<file path="src/rtl/zq_sched_pkg.sv">
package zq_sched_pkg;
  typedef enum logic [1:0] {
    CYC_IDLE  = 2'b00,
    CYC_READ  = 2'b01,
    CYC_WRITE = 2'b10,
    CYC_RSVD  = 2'b11
  } cyc_e;
endpackage

</file>
<file path="src/rtl/zq_interval_timer.sv">
module zq_interval_timer #(
  parameter int unsigned INTERVAL = 32
) (
  input  logic clk_i,
  input  logic rst_ni,
  input  logic fire_i,
  output logic pending_o
);
  localparam int unsigned CW = $clog2(INTERVAL + 1);
  localparam logic [CW-1:0] GAP_MAX  = CW'(INTERVAL);
  localparam logic [CW-1:0] GAP_LAST = CW'(INTERVAL - 1);

  logic [CW-1:0] gap_q;
  logic          pend_q;

  always_ff @(posedge clk_i or negedge rst_ni) begin
    if (!rst_ni) begin
      gap_q  <= '0;
      pend_q <= 1'b0;
    end else if (fire_i) begin
      gap_q  <= '0;
      pend_q <= 1'b0;
    end else begin
      if (gap_q != GAP_MAX) gap_q <= gap_q + 1'b1;
      // interval expires on this edge: latch pending
      if (gap_q == GAP_LAST) pend_q <= 1'b1;
    end
  end

  assign pending_o = pend_q;
endmodule

</file>
<file path="src/rtl/zq_settle_counter.sv">
module zq_settle_counter #(
  parameter int unsigned CAL_CYCLES = 1024
) (
  input  logic clk_i,
  input  logic rst_ni,
  input  logic count_i,
  output logic done_o
);
  localparam int unsigned NW = $clog2(CAL_CYCLES + 1);
  localparam logic [NW-1:0] CNT_MAX = NW'(CAL_CYCLES);

  logic [NW-1:0] cnt_q;

  always_ff @(posedge clk_i or negedge rst_ni) begin
    if (!rst_ni)                          cnt_q <= '0;
    else if (count_i && cnt_q != CNT_MAX) cnt_q <= cnt_q + 1'b1;
  end

  assign done_o = (cnt_q == CNT_MAX);
endmodule

</file>
<file path="src/rtl/zq_code_gen.sv">
module zq_code_gen #(
  parameter int unsigned CODE_W = 6
) (
  input  logic              clk_i,
  input  logic              rst_ni,
  input  logic              step_i,
  output logic [CODE_W-1:0] code_o
);
  logic [CODE_W-1:0] code_q;

  always_ff @(posedge clk_i or negedge rst_ni) begin
    if (!rst_ni)     code_q <= '0;
    else if (step_i) code_q <= code_q + 1'b1;
  end

  assign code_o = code_q;
endmodule

</file>
<file path="src/rtl/zq_update_sched.sv">
module zq_update_sched #(
  parameter int unsigned INTERVAL   = 32,
  parameter int unsigned CAL_CYCLES = 1024,
  parameter int unsigned CODE_W     = 6
) (
  input  logic              clk_i,
  input  logic              rst_ni,
  input  logic [1:0]        cyc_i,
  input  logic              oe_i,
  output logic              upd_o,
  output logic              cal_o,
  output logic [CODE_W-1:0] code_o
);
  import zq_sched_pkg::*;

  cyc_e cyc;
  logic is_read;
  logic quiet;
  logic pending;
  logic fire;
  logic upd_q;

  assign cyc     = cyc_e'(cyc_i);
  assign is_read = (cyc == CYC_READ);
  // outputs idle: not a read, or read with drivers disabled
  assign quiet   = !is_read || !oe_i;
  assign fire    = pending && quiet;

  zq_interval_timer #(.INTERVAL(INTERVAL)) u_timer (
    .clk_i     (clk_i),
    .rst_ni    (rst_ni),
    .fire_i    (fire),
    .pending_o (pending)
  );

  zq_settle_counter #(.CAL_CYCLES(CAL_CYCLES)) u_settle (
    .clk_i   (clk_i),
    .rst_ni  (rst_ni),
    .count_i (!is_read),
    .done_o  (cal_o)
  );

  zq_code_gen #(.CODE_W(CODE_W)) u_code (
    .clk_i  (clk_i),
    .rst_ni (rst_ni),
    .step_i (fire),
    .code_o (code_o)
  );

  always_ff @(posedge clk_i or negedge rst_ni) begin
    if (!rst_ni) upd_q <= 1'b0;
    else         upd_q <= fire;
  end

  assign upd_o = upd_q;
endmodule

</file>
<file path="config.mk">
export PLATFORM = sky130hd
export DESIGN_NAME = zq_update_sched
export DESIGN_NICKNAME = d
export VERILOG_FILES = /design/src/rtl/zq_sched_pkg.sv /design/src/rtl/zq_interval_timer.sv /design/src/rtl/zq_settle_counter.sv /design/src/rtl/zq_code_gen.sv /design/src/rtl/zq_update_sched.sv
export SDC_FILE = /design/constraint.sdc
export NUM_CORES = 1
export LEC_CHECK = 0
export ABC_AREA = 1
export BUFFER_PORTS_ARGS = -buffer_cell sky130_fd_sc_hd__buf_4
export CAP_MARGIN = 20
export CELL_PAD_IN_SITES_DETAIL_PLACEMENT = 1
export CELL_PAD_IN_SITES_GLOBAL_PLACEMENT = 1
export CORE_MARGIN = 2
export CORE_UTILIZATION = 40
export CTS_CLUSTER_DIAMETER = 200
export DETAILED_ROUTE_END_ITERATION = 7
export PLACE_DENSITY = 0.83
export SKIP_LAST_GASP = 1
export SLEW_MARGIN = 20
export SYNTH_ARGS = -nofsm -noshare
export SYNTH_HDL_FRONTEND = slang
export SYNTH_SLANG_ARGS = --single-unit
</file>
<file path="constraint.sdc">
create_clock -name clk_i -period 2.65 [get_ports clk_i]
set_input_delay 0.265 -clock clk_i [delete_from_list [all_inputs] [get_ports clk_i]]
set_output_delay 0.265 -clock clk_i [all_outputs]
set_load 0.02 [all_outputs]
</file>
==> metrics.log <==
[metrics] global-route wire length before repair: 5616 um
[metrics] required time of the critical path: 2.38 ns
[metrics] Floorplan Core Area: 3416 sq um
[metrics] die span in x: 64.21 um
[metrics] sinks on the clock net: 25
[metrics] instance count of the mapped netlist: 184
[metrics] initial antenna violation count: 0
[metrics] TritonCTS clock tree: built
[metrics] maximum clock insertion buffer count: 2
[metrics] count of antenna diodes in the layout: 0
[metrics] final worst path period share: 67.04%
[metrics] worst slack, placed: 1.109 ns
[metrics] via count: 1,191
[metrics] depth of the worst register-to-register path: 6
[metrics] Clock Root Buffer: sky130_fd_sc_hd__clkbuf_4
[metrics] Final Cell Area: 1590 sq um
[metrics] crit path setup slack, layout: 0.8735 ns
[metrics] initial standard-cell utilization of the core: 42.45%
[metrics] Routed Antenna Nets: 0
[metrics] final-report setup violation count: 0
[metrics] maximum frequency from static timing analysis: 562.9 MHz
[metrics] largest net degree at the start of global routing: 26
[metrics] critical path endpoint category: primary output
[metrics] gr ovfl total: 0
[metrics] area enclosed by the die boundary: 4123 sq um
[metrics] PortBufs: 12
[metrics] Routed wire per std cell: 12.52 um
[metrics] worst-case clock skew: 0.003415 ns
[metrics] P_leak: 0.8347 nW
[metrics] start-to-end type of the worst setup path: reg -> out
[metrics] count of filler cells inserted in the layout: 435
[metrics] maximum resistive drop on vdd: 0.3102 mV
[metrics] startpoint type of the worst setup path: flop
[metrics] number of iterations in the first detailed-routing pass: 6
[metrics] yosys synthesis warning count: 0
[metrics] number of global-route vias before repair: 1,323
[metrics] post-detailed-placement cell area: 1553 sq um
[metrics] register clock-pin slew on the reported worst setup and hold paths: 0.14 ns
[metrics] GRT Total Usage: 17.04%
[metrics] ports placed on the boundary: 13
[metrics] worst min path class: in -> async
[metrics] main combinational cell family by area after synthesis: simple AND/OR/NAND/NOR gates
[metrics] insertion delay to the later sink of the worst-skew pair: 0.33 ns
[metrics] floorplan die height: 64.21 um
[metrics] distinct cell type count after synthesis: 20
[metrics] average vias per placed instance: 4.901
[metrics] minimum period implied by the final worst setup slack: 1.777 ns
[metrics] part of the Yosys area used for sequential elements: 43.14%
[metrics] Placed Instances: 238
[metrics] Final Hold Violating Endpoints: 0
[metrics] Setup Total Neg Slack: 0 ns
[metrics] worst r2r dst: u_settle.cnt_q[9]$_DFFE_PN0P_
[metrics] number of levels in the clock H-tree: 1
[metrics] post-synthesis sequential element count: 25
[metrics] share of layout cells above drive strength 1: 12.69%
[metrics] xor and xnor fraction of the mapped netlist area: 6.644%
[metrics] total power consumption of the routed design: 1.409 mW
[metrics] Worst Max-Slew Pin Slew: 0.4486 ns
[metrics] placer congestion estimate: 0.7612
[metrics] Max Transition Viols Final: 0
[metrics] setup repair after global routing missed its margin: no
[metrics] number of instances resized during post-cts repair: 0
[metrics] wirelength, routed: 3042 um
[metrics] net count of the mapped netlist: 194
[metrics] run status: finished clean
[metrics] internal reg-to-reg setup slack: 1.08 ns
[metrics] Mean Syn Cell Area: 7.881 sq um
[metrics] total power density per cell area: 886.0 nW/um^2
[metrics] reported max-cap violation count: 0
[metrics] initial DRC count: 50
[metrics] synthesized area: 1450 sq um
[metrics] share of synthesized area spent on multiplexers: 0%
[metrics] synthesized-area fraction occupied by ao, oa, aoi and oai cells: 4.487%
[metrics] number of rows in the core area: 21
[metrics] Remaining DRCs: 0
[metrics] max_slew headroom: 70.06%
[metrics] Net count, final: 208
[metrics] post-route non-filler standard cell count: 243
[metrics] layout overhead on the synthesized area: 9.664%
[metrics] WP data arrival: 1.51 ns
[metrics] Adder-Cell Fraction of Synth Area: 4.314%
[metrics] sum of net half-perimeters after detailed placement: 2349 um
[metrics] FF-to-FF Start: u_settle.cnt_q[0]$_DFFE_PN0P_
[metrics] fraction of the mapped netlist area in simple logic gates: 32.36%
[metrics] cts bufs inserted: 3
[metrics] crit path max fanout: 4
-- cell type report --
class                      instances  area [sq um]  area share (%)
sequential                        25         625.6           39.34
timing repair buffer              13         100.1           6.294
multi-input combinational        132         693.2           43.59
clock buffer                       3         22.52           1.416
clock inverter                     1         5.005          0.3147
tap                               46         57.56           3.619
inverter                          23         86.33           5.429
-- kinds of logic after synthesis --
group,after synthesis
XOR/XNOR,11
buffers and inverters,27
AND/OR/NAND/NOR,106
AO/OA/AOI/OAI,10
adder cells (fa/ha/maj),5
flip-flops,25
-- through the flow --
stage	utilization (%)	hold slack, ns
6_report	46.56	0.3610
5_1_grt	46.56	0.3794
4_1_cts	46.56	0.3673
3_5_place_dp	45.46	0.1931
3_3_place_gp	45.46	0.1861
2_1_floorplan	-	-0.03059
-- Yosys cell counts --
cell / n / area (sq um)
sky130_fd_sc_hd__nand3_4: 1 / 17.52
sky130_fd_sc_hd__nor2_2: 2 / 12.51
sky130_fd_sc_hd__nor3b_1: 1 / 7.510
sky130_fd_sc_hd__xnor2_1: 3 / 26.28
sky130_fd_sc_hd__o21ai_0: 5 / 25.02
sky130_fd_sc_hd__buf_6: 4 / 45.04
sky130_fd_sc_hd__nand3_1: 10 / 50.05
sky130_fd_sc_hd__xor2_1: 8 / 70.07
sky130_fd_sc_hd__nor2_1: 16 / 60.06
sky130_fd_sc_hd__nand4_1: 4 / 25.02
sky130_fd_sc_hd__nand3b_1: 1 / 7.510
sky130_fd_sc_hd__a21oi_1: 3 / 15.01
sky130_fd_sc_hd__o21ai_4: 1 / 16.27
sky130_fd_sc_hd__dfrtp_1: 25 / 625.6
sky130_fd_sc_hd__o21ai_2: 1 / 8.760
sky130_fd_sc_hd__inv_2: 1 / 3.750
sky130_fd_sc_hd__inv_1: 22 / 82.58
sky130_fd_sc_hd__ha_1: 5 / 62.56
sky130_fd_sc_hd__nand2_1: 68 / 255.2
sky130_fd_sc_hd__nor2_4: 3 / 33.78
-- worst max path at each step --
| stage | from | end | cells after the start |
|---|---|---|---|
| floorplan | u_settle.cnt_q[0]$_DFFE_PN0P_ | u_settle.cnt_q[10]$_DFFE_PN0P_ | 8 |
| global placement | u_settle.cnt_q[0]$_DFFE_PN0P_ | u_settle.cnt_q[9]$_DFFE_PN0P_ | 6 |
| detailed placement | u_settle.cnt_q[0]$_DFFE_PN0P_ | u_settle.cnt_q[9]$_DFFE_PN0P_ | 6 |
| CTS | u_settle.cnt_q[0]$_DFFE_PN0P_ | cal_o | 5 |
| global route | u_settle.cnt_q[0]$_DFFE_PN0P_ | cal_o | 5 |
| finish | u_settle.cnt_q[0]$_DFFE_PN0P_ | cal_o | 5 |
-- flip-flops by register name, summed over array words and instances (netlist names) --
register	cells
upd_o	1
u_code.code_o	6
u_timer.pending_o	1
u_settle.cnt_q	11
u_timer.gap_q	6
-- where the power goes --
part	switching [mW]	internal, mW
Combinational	0.318	0.236
Sequential	0.169	0.507
Clock	0.122	0.0567
-- cells in the final DEF, fill, tap and decap left out --
cell type / count
sky130_fd_sc_hd__nor2_4: 3
sky130_fd_sc_hd__nor2_2: 2
sky130_fd_sc_hd__nand3b_1: 1
sky130_fd_sc_hd__nor2_1: 16
sky130_fd_sc_hd__xnor2_1: 3
sky130_fd_sc_hd__ha_1: 5
sky130_fd_sc_hd__xor2_1: 8
sky130_fd_sc_hd__inv_1: 22
sky130_fd_sc_hd__clkbuf_4: 3
sky130_fd_sc_hd__a21oi_1: 3
sky130_fd_sc_hd__nor3b_1: 1
sky130_fd_sc_hd__o21ai_0: 5
sky130_fd_sc_hd__nand4_1: 4
sky130_fd_sc_hd__o21ai_2: 1
sky130_fd_sc_hd__buf_4: 12
sky130_fd_sc_hd__nand2_1: 68
sky130_fd_sc_hd__inv_2: 1
sky130_fd_sc_hd__clkinv_2: 1
sky130_fd_sc_hd__o21ai_4: 1
sky130_fd_sc_hd__nand3_1: 10
sky130_fd_sc_hd__nand3_4: 1
sky130_fd_sc_hd__dfrtp_1: 25
sky130_fd_sc_hd__dlygate4sd3_1: 1
-- critical path, cell delays in order (launching register included) --
cell                      delay (ns)
sky130_fd_sc_hd__dfrtp_1        0.44
sky130_fd_sc_hd__inv_1          0.11
sky130_fd_sc_hd__ha_1           0.15
sky130_fd_sc_hd__nand4_1        0.19
sky130_fd_sc_hd__nor2_4         0.15
sky130_fd_sc_hd__buf_4          0.15
-- layer usage --
| layer | up-vias | global-route usage, % | part of all wire (%) |
|---|---|---|---|
| met5 | - | 0 | 0 |
| met4 | 0 | 5.585 | 1.5 |
| met3 | 6 | 2.113 | 2.7 |
| met2 | 18 | 33.20 | 53 |
| met1 | 576 | 18.82 | 43 |
| li1 | 591 | - | - |
-- repair_timing --
item	in CTS	in global routing
endpoints found under the hold margin	25	0
setup buffers	0	0
hold buffers	1	0
No activity file was read; power rests on OpenSTA's default activity.
